===== src/rtl/zsup_pkg.sv =====
package zsup_pkg;
  typedef enum logic [1:0] {
    S_IDLE,
    S_PUT,
    S_STRB,
    S_DONE
  } seq_st_e;
endpackage


===== src/rtl/zsup_capture.sv =====
module zsup_capture #(
  parameter int NW = 8,
  parameter int DW = 12
) (
  input  logic             clk_i,
  input  logic             rst_ni,
  input  logic             take_i,
  input  logic             clr_i,
  input  logic [NW*DW-1:0] pat_i,
  input  logic [DW-1:0]    cnt_i,
  input  logic             cnt_en_i,
  output logic [NW*DW-1:0] words_o,
  output logic [NW-1:0]    send_o,
  output logic [NW:0]      mask_o
);
  logic [DW-1:0] slot_d [NW];
  logic [DW-1:0] word_q [NW];
  logic [NW-1:0] pnz;
  logic [NW:0]   mask_q;
  logic [DW-1:0] last_q;
  logic          cnt_pend;

  for (genvar k = 0; k < NW; k++) begin : g_slot
    if (k == NW - 1) begin : g_shared
      assign slot_d[k] = cnt_en_i ? cnt_i : pat_i[k*DW +: DW];
      assign pnz[k]    = !cnt_en_i && (pat_i[k*DW +: DW] != '0);
    end else begin : g_pat
      assign slot_d[k] = pat_i[k*DW +: DW];
      assign pnz[k]    = pat_i[k*DW +: DW] != '0;
    end
    assign words_o[k*DW +: DW] = word_q[k];
  end

  // counter only reported when it moved since the last enabled capture
  assign cnt_pend = cnt_en_i && (cnt_i != '0) && (cnt_i != last_q);

  always_ff @(posedge clk_i or negedge rst_ni) begin
    if (!rst_ni) begin
      mask_q <= '0;
      last_q <= '0;
      for (int k = 0; k < NW; k++) word_q[k] <= '0;
    end else if (take_i) begin
      mask_q <= {cnt_pend, pnz};
      if (cnt_en_i) last_q <= cnt_i;
      for (int k = 0; k < NW; k++) word_q[k] <= slot_d[k];
    end else if (clr_i) begin
      mask_q <= '0;
      for (int k = 0; k < NW; k++) word_q[k] <= '0;
    end
  end

  assign mask_o = mask_q;
  assign send_o = mask_q[NW-1:0] | {mask_q[NW], {(NW-1){1'b0}}};
endmodule


===== src/rtl/zsup_seq.sv =====
module zsup_seq #(
  parameter int NW = 8,
  parameter int DW = 12,
  parameter int VW = 8,
  localparam int SAW = $clog2(NW),
  localparam int OW  = 1 + SAW + DW
) (
  input  logic             clk_i,
  input  logic             rst_ni,
  input  logic             ren_i,
  input  logic             mark_en_i,
  input  logic [VW-1:0]    vsn_i,
  input  logic [NW*DW-1:0] words_i,
  input  logic [NW-1:0]    send_i,
  output logic [OW-1:0]    data_o,
  output logic             wst_o,
  output logic             pass_o,
  output logic             busy_o,
  output logic             clr_o
);
  import zsup_pkg::*;

  localparam int PW = NW + 2;
  localparam int SW = $clog2(NW + 2);
  localparam int PADW = OW - 1 - SAW - VW;
  localparam logic [SW-1:0] SEL_MK = SW'(NW + 1);
  localparam logic [SW-1:0] SEL_HD = SW'(NW);

  seq_st_e       st_q;
  logic [PW-1:0] pend_q, src, start;
  logic [SW-1:0] sel;
  logic [SAW-1:0] sa, wc;
  logic [OW-1:0] word;
  logic [OW-1:0] data_q;

  always_comb begin
    wc = '0;
    for (int k = 0; k < NW; k++) wc += SAW'(send_i[k]);
  end

  assign start = {mark_en_i, |send_i, send_i};
  assign src   = (st_q == S_IDLE) ? start : pend_q;

  // priority: marker, header, then lowest sub-address
  always_comb begin
    sel = '0;
    for (int k = NW - 1; k >= 0; k--) if (src[k]) sel = SW'(k);
    if (src[NW])     sel = SEL_HD;
    if (src[NW + 1]) sel = SEL_MK;
  end

  assign sa = sel[SAW-1:0];

  always_comb begin
    if (sel == SEL_MK)      word = '0;
    else if (sel == SEL_HD) word = {1'b1, wc, {PADW{1'b0}}, vsn_i};
    else                    word = {1'b0, sa, words_i[sa*DW +: DW]};
  end

  always_ff @(posedge clk_i or negedge rst_ni) begin
    if (!rst_ni) begin
      st_q   <= S_IDLE;
      pend_q <= '0;
      data_q <= '0;
    end else begin
      unique case (st_q)
        S_IDLE: if (ren_i) begin
          if (|src) begin
            data_q <= word;
            pend_q <= src & ~(PW'(1) << sel);
            st_q   <= S_PUT;
          end else begin
            st_q <= S_DONE;
          end
        end
        S_PUT: begin
          if (!ren_i) begin
            data_q <= '0;
            pend_q <= '0;
            st_q   <= S_IDLE;
          end else begin
            st_q <= S_STRB;
          end
        end
        S_STRB: begin
          if (!ren_i) begin
            data_q <= '0;
            pend_q <= '0;
            st_q   <= S_IDLE;
          end else if (|src) begin
            data_q <= word;
            pend_q <= src & ~(PW'(1) << sel);
            st_q   <= S_PUT;
          end else begin
            data_q <= '0;
            st_q   <= S_DONE;
          end
        end
        S_DONE: if (!ren_i) st_q <= S_IDLE;
        default: st_q <= S_IDLE;
      endcase
    end
  end

  assign data_o = data_q;
  assign wst_o  = st_q == S_STRB;
  assign pass_o = st_q == S_DONE;
  assign busy_o = st_q != S_IDLE;
  assign clr_o  = busy_o && !ren_i;
endmodule


===== src/rtl/zsup_fmt.sv =====
module zsup_fmt #(
  parameter int NW = 8,
  parameter int DW = 12,
  parameter int VW = 8,
  localparam int SAW = $clog2(NW),
  localparam int OW  = 1 + SAW + DW
) (
  input  logic             clk_i,
  input  logic             rst_ni,
  input  logic             gate_i,
  input  logic             ren_i,
  input  logic [NW*DW-1:0] pat_i,
  input  logic [DW-1:0]    cnt_i,
  input  logic [VW-1:0]    vsn_i,
  input  logic             mark_en_i,
  input  logic             cnt_en_i,
  output logic [OW-1:0]    data_o,
  output logic             wst_o,
  output logic             pass_o,
  output logic             req_o,
  output logic [NW:0]      nz_mask_o
);
  logic             busy, clr, take;
  logic [NW*DW-1:0] words;
  logic [NW-1:0]    send;

  assign take = gate_i && !busy && !ren_i;

  zsup_capture #(.NW(NW), .DW(DW)) u_cap (
    .clk_i   (clk_i),
    .rst_ni  (rst_ni),
    .take_i  (take),
    .clr_i   (clr),
    .pat_i   (pat_i),
    .cnt_i   (cnt_i),
    .cnt_en_i(cnt_en_i),
    .words_o (words),
    .send_o  (send),
    .mask_o  (nz_mask_o)
  );

  zsup_seq #(.NW(NW), .DW(DW), .VW(VW)) u_seq (
    .clk_i    (clk_i),
    .rst_ni   (rst_ni),
    .ren_i    (ren_i),
    .mark_en_i(mark_en_i),
    .vsn_i    (vsn_i),
    .words_i  (words),
    .send_i   (send),
    .data_o   (data_o),
    .wst_o    (wst_o),
    .pass_o   (pass_o),
    .busy_o   (busy),
    .clr_o    (clr)
  );

  assign req_o = |send;
endmodule


===== config.mk =====
export PLATFORM = sky130hd
export DESIGN_NAME = zsup_fmt
export DESIGN_NICKNAME = d
export VERILOG_FILES = /design/src/rtl/zsup_pkg.sv /design/src/rtl/zsup_capture.sv /design/src/rtl/zsup_seq.sv /design/src/rtl/zsup_fmt.sv
export SDC_FILE = /design/constraint.sdc
export NUM_CORES = 1
export LEC_CHECK = 0
export BUFFER_PORTS_ARGS = -buffer_cell sky130_fd_sc_hd__buf_2
export CAP_MARGIN = 10
export CELL_PAD_IN_SITES_DETAIL_PLACEMENT = 1
export CELL_PAD_IN_SITES_GLOBAL_PLACEMENT = 1
export CORE_UTILIZATION = 39
export DETAILED_ROUTE_END_ITERATION = 10
export PLACE_DENSITY_LB_ADDON = 0.12
export SYNTH_ARGS = -nofsm -noshare
export SYNTH_HDL_FRONTEND = slang
export SYNTH_SLANG_ARGS = --single-unit

===== constraint.sdc =====
create_clock -name clk_i -period 2.9 [get_ports clk_i]
set_clock_uncertainty 0.1 [all_clocks]
set_input_delay 0 -clock clk_i [delete_from_list [all_inputs] [get_ports clk_i]]
set_output_delay 0 -clock clk_i [all_outputs]
set_load 0.05 [all_outputs]

Yosys cells after proc, flatten, opt, wreduce, memory -nomap -nowiden
Cells that the tools add are included.
- mux-type cells: 35
- divide/modulo/power cells: 0
- equal/unequal tests: 10
- bitwise operators: 3
- $add $sub $neg: 7
- $lt $le $gt $ge: 0
- reduce and logical (&&, ||, !) cells: 28
- multipliers: 1
- shifts and indexed selects: 2
- operator list (operator ; number):
    96-bit two-way mux ; 2
    16-bit two-way mux ; 7
    12-bit nonzero test ; 9
    96-bit by 8-bit indexed part select with 12-bit output ; 1
    10-bit two-way mux ; 5
    16-bit one-hot mux with 3 select lines ; 1
    10-bit one-hot mux with 3 select lines ; 1
    3-bit two-way mux ; 8
    3-bit by 1-bit adder with 3-bit output ; 6
    9-bit two-way mux ; 2
    12-bit two-way mux ; 1
    12-bit inequality test ; 1
    10-bit bitwise AND ; 1
    2-bit two-way mux ; 5
    10-bit inverter ; 1
    10-bit OR reduction ; 1
    1-bit by 4-bit << shifter with 10-bit output (first input constant) ; 1
    4-bit equality test (second input constant) ; 2
    4-bit two-way mux ; 2
    2-bit inequality test (second input constant) ; 4
    8-bit bitwise OR ; 1
    2-bit one-hot mux with 4 select lines ; 1
    8-bit OR reduction ; 1
    1-bit logical AND ; 6
    11 further kinds ; 16
- output and inout bits: 28
- ROM bits: 0
- register bits after elaboration: 145
- input port bits: 122
- memories kept: 0
- bits in latches: 0
- RAM bits: 0
- word-level logic and storage cells: 99

Longest topological paths before layout
Gate-level depths: netlist of the first run.
- depth in word-level cells: 20
- mapped depth: 12
- mapped depth without buffers: 10

By module
A second synthesis of the first run with hierarchy kept.
- cell total of the unflattened synthesis: 672
- area, all modules: 7542.2 µm²
- by module, submodules not included (module ; area each (µm²) ; instances ; cells an instance ; sequential area each (µm²)):
    zsup_capture ; 4702.0 ; 1 ; 334 ; 2927.8
    zsup_seq ; 2816.5 ; 1 ; 334 ; 700.7
    zsup_fmt ; 23.8 ; 1 ; 4 ; 0.0

Least setup slack after synthesis of the first run
Ideal clock, no wire load.
- path type: reg2reg
- start point: register u_cap.mask_q[1], in the netlist u_cap.mask_o[1]
- end point: register u_seq.data_q[14], in the netlist u_seq.data_o[14]
- arrival time: 3.186 ns
- library setup time: 0.095 ns
- clock period less this slack: 3.381 ns
- path slack: -0.481 ns
- data required time: 2.705 ns
- buffers on the path: 0
- stages on the path, launching flop included: 10
- cell sequence: dfrtp_1 > ha_1 > inv_1 > fa_1 > fa_1 > fa_1 > fa_1 > xnor2_1 > a21oi_1 > o31ai_1
- longest elaborated chain between the ends: 13
- elaborated cells on any way between the ends: 26
- classes of those cells: add/sub: 7; eq/ne: 3; mux: 12; bitwise: 1; reduce/logical: 3
- RTL lines (item ; line ; text):
    start, declared ; zsup_capture.sv:19 ; logic [NW:0] mask_q;
    start signal, assigned ; zsup_capture.sv:43 ; mask_q <= {cnt_pend, pnz};
    8-bit bitwise OR * ; zsup_capture.sv:53 ; assign send_o = mask_q[NW-1:0] | {mask_q[NW], {(NW-1){1'b0}}};
    1-bit by 1-bit adder with 2-bit output ; zsup_seq.sv:38 ; for (int k = 0; k < NW; k++) wc += SAW'(send_i[k]);
    3-bit by 1-bit adder with 3-bit output (6 in series) ; zsup_seq.sv:38 ;
    16-bit two-way mux ; zsup_seq.sv:56 ; else if (sel == SEL_HD) word = {1'b1, wc, {PADW{1'b0}}, vsn_i};
    16-bit two-way mux ; zsup_seq.sv:55 ; if (sel == SEL_MK) word = '0;
    16-bit two-way mux, on equally long branches ; zsup_seq.sv:90, zsup_seq.sv:68 ;
    16-bit two-way mux, on equally long branches ; zsup_seq.sv:86, zsup_seq.sv:67 ;
    16-bit one-hot mux with 3 select lines ; zsup_seq.sv:66 ; unique case (st_q)
    end signal, assigned ; zsup_seq.sv:69 ; data_q <= word;
    end signal, assigned ; zsup_seq.sv:91 ; data_q <= word;
    end, declared ; zsup_seq.sv:34 ; logic [OW-1:0] data_q;
Every way passes the cells marked *; elsewhere a longest branch is shown, timed or not. The select of a mux whose other input is x is not followed.
A chain may end at the register's enable or synchronous reset.

Worst setup path in the final report of the first run
- start point: register u_cap.mask_q[1], in the netlist u_cap.mask_o[1]
- end point: register u_seq.data_q[13], in the netlist u_seq.data_o[13]
Same word-level chain as after synthesis.

==> run metrics, run 1 <==
crit path max fanout 2; most common cell after layout, fill and taps aside buf_2; crit path capture u_seq.data_o[13]; Worst Reg2Reg Path Length in Cells 9; Synth Flop Type dfrtp_1; CP Buf/Inv Count 1; ANT nets after route 0; chip width 139.3 um; Peak VDD IR 0.7400 mV; clock slew at reported path FFs about 0.060 ns; DR DRC count 0; CP startpoint kind flip-flop; Switching Share about 43%; critical path's top delay family adder cells; setup tns final -0.2692 ns; FFs w/ async S/R, synth 100.0%; io pins 150; failing checks negative setup slack; status finished, violations left; largest net degree at the start of global routing 92; crit path capture type flip-flop; final WL a little under 30 mm; yosys warns 0; Die Y 139.3 um; initial antenna violation count 1; commonest non-fill, non-tap cells in the layout 148 x buf_2, 142 x dfrtp_1, 119 x dlygate4sd3_1; Avg WL per Cell ~24 um; Port-buffer cells 149; Reg area 3632 sq um; Synthesized Nets ~800; worst r2r src u_cap.mask_o[1]; clock buffer depth 2; R2R Path End u_seq.data_o[13]; post-layout util roughly three fifths; Crit path depth 9; DRT Pass-1 Iters 5; max-cap violations 0; r2r setup slk -0.14 ns; Critical Path AT around 3.3 ns; Crit-path slowest cell fa_1; GPL Wtd Cong a little under 0.9; final total power between 0.01 and 0.015 W; Final Hold Vio Count 0; Post-DP HPWL 19.60 mm; root buffer cell clkbuf_16; HP Start cnt_en_i; worst setup margin -0.1431 ns; Post-Syn Instances 663; Tightest Pin Transition between 0.6 and 0.7 ns; register area share after synthesis between 40 and 50%; number of synthesized register bits between 100 and 150; Cell Rows 49; Final Max Tran Viols 0; Comb power frac between 60% and 70%; CTS Buf Count 17; Crit path required time between 3 and 4 ns; Die ar. around 19000 sq um; GRT Total Usage about 31%; Pwr Density about 1300 nW/um^2; min-delay worst type in2reg; fin nets approximately 1.1k; Hold Worst Slack about 0.019 ns; vias about 7k; Netlist cell types 65; critical path class reg2reg; Iter 0 DRT Violations 489; Slew HR 57.97%; clk_lat worst skew ~0.43 ns; global-route wire length before repair about 46 mm; Int Pwr 0.008120 W; Tmin final 3.043 ns; number of H-tree levels 4; worst slack, placed -0.2338 ns; Max Freq ~330 MHz; Post-Syn Area about 7400 sq um; clock power share between 10% and 20%; Congestion Overflow GR 0; # clock sinks approximately 150; Core Region roughly 18000 sq um; Via density roughly 5.8; EDFF count, synth 0; CP startpoint u_cap.mask_o[1]; Setup Viol. Count Final 5; layout overhead on the synthesized area 51.25%; CTS tree built; Initial Util between 40% and 50%; Net Switching around 0.0062 W; slowest stage delay, CP 0.53 ns; filler cell count roughly 1.9k; CP Cell Sequence ha_4 > inv_2 > fa_1 > fa_1 > fa_2 > fa_2 > nor3_1 > o21ai_1 > nand2_1; Flop pwr share a little over a fifth; multi-input logic area between 3000 and 4000 sq um; RSZ-0062 raised after global routing true; Leakage Power 5.184 nW; via count of the first global-routing pass ~7.9k; Period Utilization, post-route 104.9%; layout cells sized above 1 between 30 and 40%; syn avg cell area about 11 sq um
==> worst reg2reg max path: stages, from the launching register on <==
cell and delay, ns:
dfrtp_2 0.43, ha_4 0.27, inv_2 0.03, fa_1 0.53
fa_1 0.44, fa_2 0.36, fa_2 0.52, nor3_1 0.05
o21ai_1 0.13, nand2_1 0.07
==> worst min path at each step <==
stage	end	cells after the start	slack (ns)
floorplan	u_cap.last_q[0]	0	-0.40
global placement	u_cap.mask_o[4]	1	-0.07
detailed placement	u_cap.mask_o[4]	1	-0.06
CTS	u_cap.words_o[94]	3	0.006
global route	u_cap.words_o[94]	3	0.03
finish	u_cap.words_o[88]	3	0.02
==> flip-flops by register name, summed over array words and instances (netlist names) <==
| register | flops |
|---|---|
| u_cap.words_o | 96 |
| u_seq.data_o | 16 |
| u_seq.pend_q | 10 |
| u_seq.st_q | 2 |
| u_cap.mask_o | 9 |
| u_cap.last_q | 12 |
==> area by class of cell <==
type                    instances  area share (%)
multi-input cells             460           34.12
diodes                          1         0.02249
repair buffers                352           24.58
well taps                     229           2.575
inverters                      16          0.5398
clock buffers                  22           4.172
flip-flops and latches        145           32.65
clock inverters                10           1.338
==> routing by layer <==
metal / up-vias / track usage (%) / routed length (um)
li1: 3200 / - / -
met1: 3706 / 40.54 / 12900
met2: 237 / 52.53 / 14710
met3: 42 / 5.506 / 1268
met4: 0 / 10.53 / 612
met5: - / 0 / 0
==> per-stage QoR <==
stage,instance area (sq um),cells
finish,11130,1235
global route,11130,1235
CTS,10960,1231
detailed placement,8907,1073
global placement,8907,1073
floorplan,7377,663
==> repair_timing <==
item / CTS / global route
endpoints found under the hold margin: 228 / 0
cloned: 1 / 0
pin swaps: 14 / 19
hold buffers: 119 / 0
resized for setup: 36 / 35
buffers inserted: 6 / 5
setup endpoints to repair: 23 / 24
==> logic make-up (layout without fill, tap and decap cells) <==
group | Yosys count | count (layout) | synth area share, %
compound gates | 212 | 212 | 22.52
xor+xnor | 13 | 13 | 1.548
fa+ha+maj | 12 | 12 | 2.449
buf+inv | 58 | 400 | 3.385
flops | 145 | 145 | 49.33
mux | 74 | 74 | 10.53
other cells | 0 | 1 | 0
simple gates | 149 | 149 | 10.24
==> power by group through the flow <==
stage / Combinational, W / Sequential, W / Clock (W)
2_1_floorplan: 0.00391 / 0.00328 / 0
3_3_place_gp: 0.00725 / 0.00302 / 0
3_5_place_dp: 0.00740 / 0.00304 / 0
4_1_cts: 0.00842 / 0.00304 / 0.00236
5_1_grt: 0.00944 / 0.00312 / 0.00245
6_report: 0.00889 / 0.00307 / 0.00234
==> Yosys cell counts (5+ instances only) <==
cell	n	share of area [%]
dfrtp_1	145	49
a22o_1	93	11
nand2_1	48	2.4
mux2i_1	47	6.4
nor4_1	30	2.6
o21ai_0	28	1.9
clkbuf_1	27	1.4
nor2_1	25	1.3
mux2_2	19	2.9
nand3_1	16	1.1
inv_1	15	0.77
a21oi_1	13	0.88
xor2_1	12	1.4
o211ai_1	10	1.0
ha_1	8	1.4
mux2_1	8	1.2
nor3_1	8	0.54
buf_2	7	0.48
o31ai_1	6	0.61
o21a_1	5	0.51
o21bai_1	5	0.51
Power figures use the tool's default switching activity.
==> run 2, diff against run 1 <==
CELL_PAD_IN_SITES_DETAIL_PLACEMENT = 0   (was 1)
PLACE_DENSITY = 0.87   (was not set)
PLACE_DENSITY_LB_ADDON = not set   (was 0.12)
==> run metrics, run 2 (same netlist as run 1, synthesis figures left out) <==
global-route wire length before repair ~42 mm; RSZ-0062 raised after global routing true; Leakage Power 5.218 nW; DRT Pass-1 Iters 7; Die Y 139.3 um; fin nets about 1.1k; status finished, violations left; Critical Path AT 3.39 ns; vias a little over 7k; GRT Total Usage approximately 28%; GPL Wtd Cong 0.9931; post-layout util between 60% and 70%; crit path capture type flip-flop; Final Hold Vio Count 0; DR DRC count 0; failing checks negative setup slack; max-cap violations 0; root buffer cell clkbuf_16; via count of the first global-routing pass roughly 7.5k; HP Start cnt_en_i; io pins 150; Port-buffer cells approximately 150; crit path max fanout 2; most common cell after layout, fill and taps aside buf_2; final WL between 20 and 30 mm; max reg flops 96; Tightest Pin Transition between 0.7 and 0.8 ns; layout overhead on the synthesized area 51.30%; Endpoint, Worst Hold u_cap.words_o[84]; clk_lat worst skew around 0.44 ns; Pwr Density 1257 nW/um^2; Period Utilization, post-route 109.4%; initial antenna violation count 2; filler cell count between 1k and 1.5k; clock slew at reported path FFs roughly 0.06 ns; commonest non-fill, non-tap cells in the layout 148 x buf_2, 142 x dfrtp_1, 120 x dlygate4sd3_1; Hold Worst Slack slightly above 0.005 ns; cell count of the worst hold path 3; Iter 0 DRT Violations 722; Post-DP HPWL 17.42 mm; Crit path required time 3.12 ns; worst r2r src u_cap.mask_o[1]; chip width ~140 um; Worst Reg2Reg Path Length in Cells 9; worst setup margin -0.2724 ns; Via density between 5 and 6; Cell Rows slightly below 50; Slew HR around 49%; Max Freq around 320 MHz; Tmin final around 3.2 ns; # clock sinks 145; largest net degree at the start of global routing 92; CTS Buf Count 17; CTS tree built; Avg WL per Cell 21.81 um; Final Max Tran Viols 0; Peak VDD IR slightly below 0.8 mV; number of H-tree levels 4; Setup Viol. Count Final 2; Core Region 18210 sq um; R2R Path End u_seq.data_o[14]; CP startpoint kind flip-flop; Initial Util approximately two fifths; layout cells sized above 1 between 30% and 40%; Die ar. just under 20000 sq um; Congestion Overflow GR 0; r2r setup slk -0.27 ns; ANT nets after route 0; critical path class reg2reg; clock buffer depth 2; min-delay worst type in2reg
run 2: cell count changes in the layout (fill, tap and decap cells not counted), sizes merged:
cell / before / now
clkbuf: 23 / 19
dlygate4sd3: 119 / 120
diode: 1 / 2
clkinv: 2 / 3
bufinv: 3 / 6
inv: 19 / 18
buf: 232 / 230
run 2: per-layer routing:
layer,up-vias,part of all wire (%),GRT usage (%)
met2,396,47,45.41
met1,3533,40,35.48
met5,-,0,0
met4,0,5.1,16.55
met3,100,7.7,6.435
li1,3208,-,-
run 2: how the worst max path moves through the flow:
stage | start | to | slack, ns | depth (start not counted)
2_1_floorplan | u_cap.mask_o[1] | u_seq.data_o[14] | -0.28 | 9
3_3_place_gp | u_cap.mask_o[1] | u_seq.data_o[14] | -0.17 | 9
3_5_place_dp | u_cap.mask_o[1] | u_seq.data_o[14] | -0.27 | 9
4_1_cts | u_cap.mask_o[1] | u_seq.data_o[14] | -0.24 | 9
5_1_grt | u_cap.mask_o[1] | u_seq.data_o[14] | -0.37 | 9
6_report | u_cap.mask_o[1] | u_seq.data_o[14] | -0.27 | 9
run 2: power breakdown:
group	leakage (nW)	total [W]	internal, W	switching (W)
clock network	0.324	0.00253	0.00164	0.000892
registers	1.95	0.00303	0.00257	0.000460
logic	2.95	0.00843	0.00381	0.00462
total	5.22	0.0140	0.00803	0.00597
run 2: worst max-delay path, stage by stage (launching register included):
cell and delay (ns):
dfrtp_2 0.43, ha_4 0.27, inv_2 0.04, fa_1 0.51, fa_1 0.44, fa_2 0.37
fa_2 0.38, xnor2_2 0.16, a21oi_1 0.10, o31ai_1 0.26
run 2: repair_timing:
action,CTS,global route
resized for setup,25,33
endpoints found under the setup margin,19,19
pin swaps,8,16
hold endpoints to repair,193,0
setup buffers,6,6
cloned,2,0
hold buffers,120,0
run 2: cell type report:
cell class,count,area (sq um),share of cell area (%)
Clock inverter,13,231.5,2.080
Inverter,16,60.06,0.5396
Tap cell,229,286.5,2.574
Sequential cell,145,3632,32.64
Clock buffer,19,442.9,3.980
Multi-Input combinational cell,460,3764,33.82
Antenna cell,2,5.005,0.04497
Timing Repair Buffer,350,2708,24.33
run 2: metrics by stage:
stage	worst slack, ns	TNS, ns	instance area (sq um)	cells	power, W
finish	-0.2724	-0.4297	11130	1234	0.01399
floorplan	-0.2755	-0.4944	7377	663	0.007193
global placement	-0.1713	-0.4382	8870	1068	0.009808
detailed placement	-0.2732	-1.604	8870	1068	0.009910
global route	-0.3742	-0.7534	11130	1234	0.01460
CTS	-0.2405	-0.3615	10950	1227	0.01339
==> run 3, diff against run 2 <==
CORE_ASPECT_RATIO = 1.2   (was not set)
REMOVE_ABC_BUFFERS = 1   (was not set)
==> run metrics, run 3 (same netlist as run 1, synthesis figures left out) <==
Period Utilization, post-route 101.1%; Tmin final just under 3 ns; chip width approximately 130 um; worst slack, placed -0.2204 ns; Critical Path AT 3.14 ns; Worst Reg2Reg Path Length in Cells 9; RSZ-0062 raised after global routing true; failing checks negative setup slack; critical path class reg2reg; commonest non-fill, non-tap cells in the layout 148 x buf_2, 145 x dfrtp_1, 118 x dlygate4sd3_1; status finished, violations left; most common cell after layout, fill and taps aside buf_2; clock buffer depth 2; Pwr Density 1200 nW/um^2; met2 WL post-DR approximately 12 mm; GPL Wtd Cong around 0.94; Crit path required time just over 3 ns; min-delay worst type in2async; Tightest Pin Transition ~0.6 ns; clk_lat worst skew between 0.4 and 0.5 ns; Routed met3 length between 1 and 1.5 mm; DR DRC count 0; via count of the first global-routing pass roughly 7.3k; Hold Worst Slack between 0.03 and 0.04 ns; ANT nets after route 0; Setup Viol. Count Final 2; DRT Pass-1 Iters 5; CTS Buf Count 17; clock slew at reported path FFs 0.06 ns; final WL ~25 mm; Avg WL per Cell 20.19 um; Leakage Power roughly 5.1 nW; initial antenna violation count 3; largest net degree at the start of global routing between 90 and 100; fin nets 1110; post-layout util around three fifths; Post-DP HPWL about 17 mm; number of H-tree levels 4; Port-buffer cells roughly 150; crit path max fanout 2; root buffer cell clkbuf_16; worst setup margin -0.03072 ns; Congestion Overflow GR 0; Max Freq around 340 MHz; Cell Rows 54; # clock sinks 145; crit path capture type flip-flop; Slew HR 60.04%; Final Max Tran Viols 0; Final Hold Vio Count 0; Die Y around 150 um; Die ar. between 15000 and 20000 sq um; vias just over 7k; layout overhead on the synthesized area 47.98%; GRT Total Usage about a quarter; CTS tree built; io pins 150; max-cap violations 0; Peak VDD IR 0.6935 mV; Initial Util 40.17%; CP startpoint kind flip-flop; Core Region between 15000 and 20000 sq um; global-route wire length before repair between 30 and 40 mm; WL met1 10.27 mm; layout cells sized above 1 ~30%; Via density between 5 and 6; final total power around 0.013 W; max reg flops 96; Highest Signal Layer met4; Iter 0 DRT Violations 518
-- run 3: changes by cell type in the layout (fill, tap and decap cells not counted), moves of 2 or more --
| cell | delta |
|---|---|
| buf_4 | -14 |
| dlygate4sd3_1 | -2 |
| dfrtp_2 | -3 |
| dfrtp_1 | +3 |
| inv_6 | -2 |
| clkbuf_8 | +3 |
| mux2_2 | +2 |
| mux2_1 | +3 |
| bufinv_16 | -3 |
| mux2_4 | -5 |
| mux2i_1 | +2 |
-- run 3: what timing repair did --
action                     4_1_cts  5_1_grt
hold endpoints to repair       246        0
hold buffers                   118        0
setup buffers                    5        2
pin swaps                       10       13
setup endpoints to repair       17       21
resized for setup               11       33
cloned                           0        1
-- run 3: final cells by class --
| cell class | instances | area (sq um) |
|---|---|---|
| Sequential cell | 145 | 3628 |
| Timing Repair Buffer | 336 | 2611 |
| Antenna cell | 3 | 7.507 |
| Inverter | 16 | 60.06 |
| Tap cell | 252 | 315.3 |
| Multi-Input combinational cell | 460 | 3646 |
| Fill cell | 1477 | 7425 |
| Clock buffer | 23 | 488.0 |
| Clock inverter | 9 | 128.9 |
-- run 3: worst paths after layout --
| kind | startpoint | end | slack [ns] |
|---|---|---|---|
| min | rst_ni | u_cap.words_o[92] | 0.03 |
| max in group asynchronous | rst_ni | u_seq.st_q[1] | 1.87 |
| max reg2reg | u_cap.mask_o[1] | u_seq.data_o[13] | -0.03 |
| min reg2reg | u_seq.data_o[13] | u_seq.data_o[13] | 0.37 |
| max | u_cap.mask_o[1] | u_seq.data_o[13] | -0.03 |
| min in group clk_i | cnt_en_i | u_cap.words_o[89] | 0.04 |
-- run 3: where the power goes --
group          leakage (nW)  internal, W  switching (W)
clock network         0.299      0.00144       0.000846
registers              1.95      0.00257       0.000400
logic                  2.88      0.00349        0.00431
total                  5.13      0.00750        0.00555
-- run 3: layer usage --
layer,vias up,track usage [%]
met5,-,0
met4,0,12.87
met3,78,5.232
met2,319,43.22
met1,3473,33.82
li1,3185,-
-- run 3: worst max-delay path, stage by stage, from the launching register on --
cell	delay, ns
dfrtp_1	0.37
ha_1	0.29
inv_2	0.04
fa_1	0.49
fa_1	0.43
fa_2	0.35
fa_2	0.53
nor3_2	0.04
o21ai_1	0.13
nand2_1	0.06
-- run 3: metrics by stage --
| step | cells | setup TNS, ns | cell area [sq um] |
|---|---|---|---|
| detailed placement | 1083 | -1.394 | 8830 |
| CTS | 1238 | -0.2877 | 10710 |
| global placement | 1083 | -0.6816 | 8830 |
| global route | 1244 | -0.2981 | 10890 |
| floorplan | 621 | -306.96 | 7167 |
| finish | 1244 | -0.03596 | 10890 |
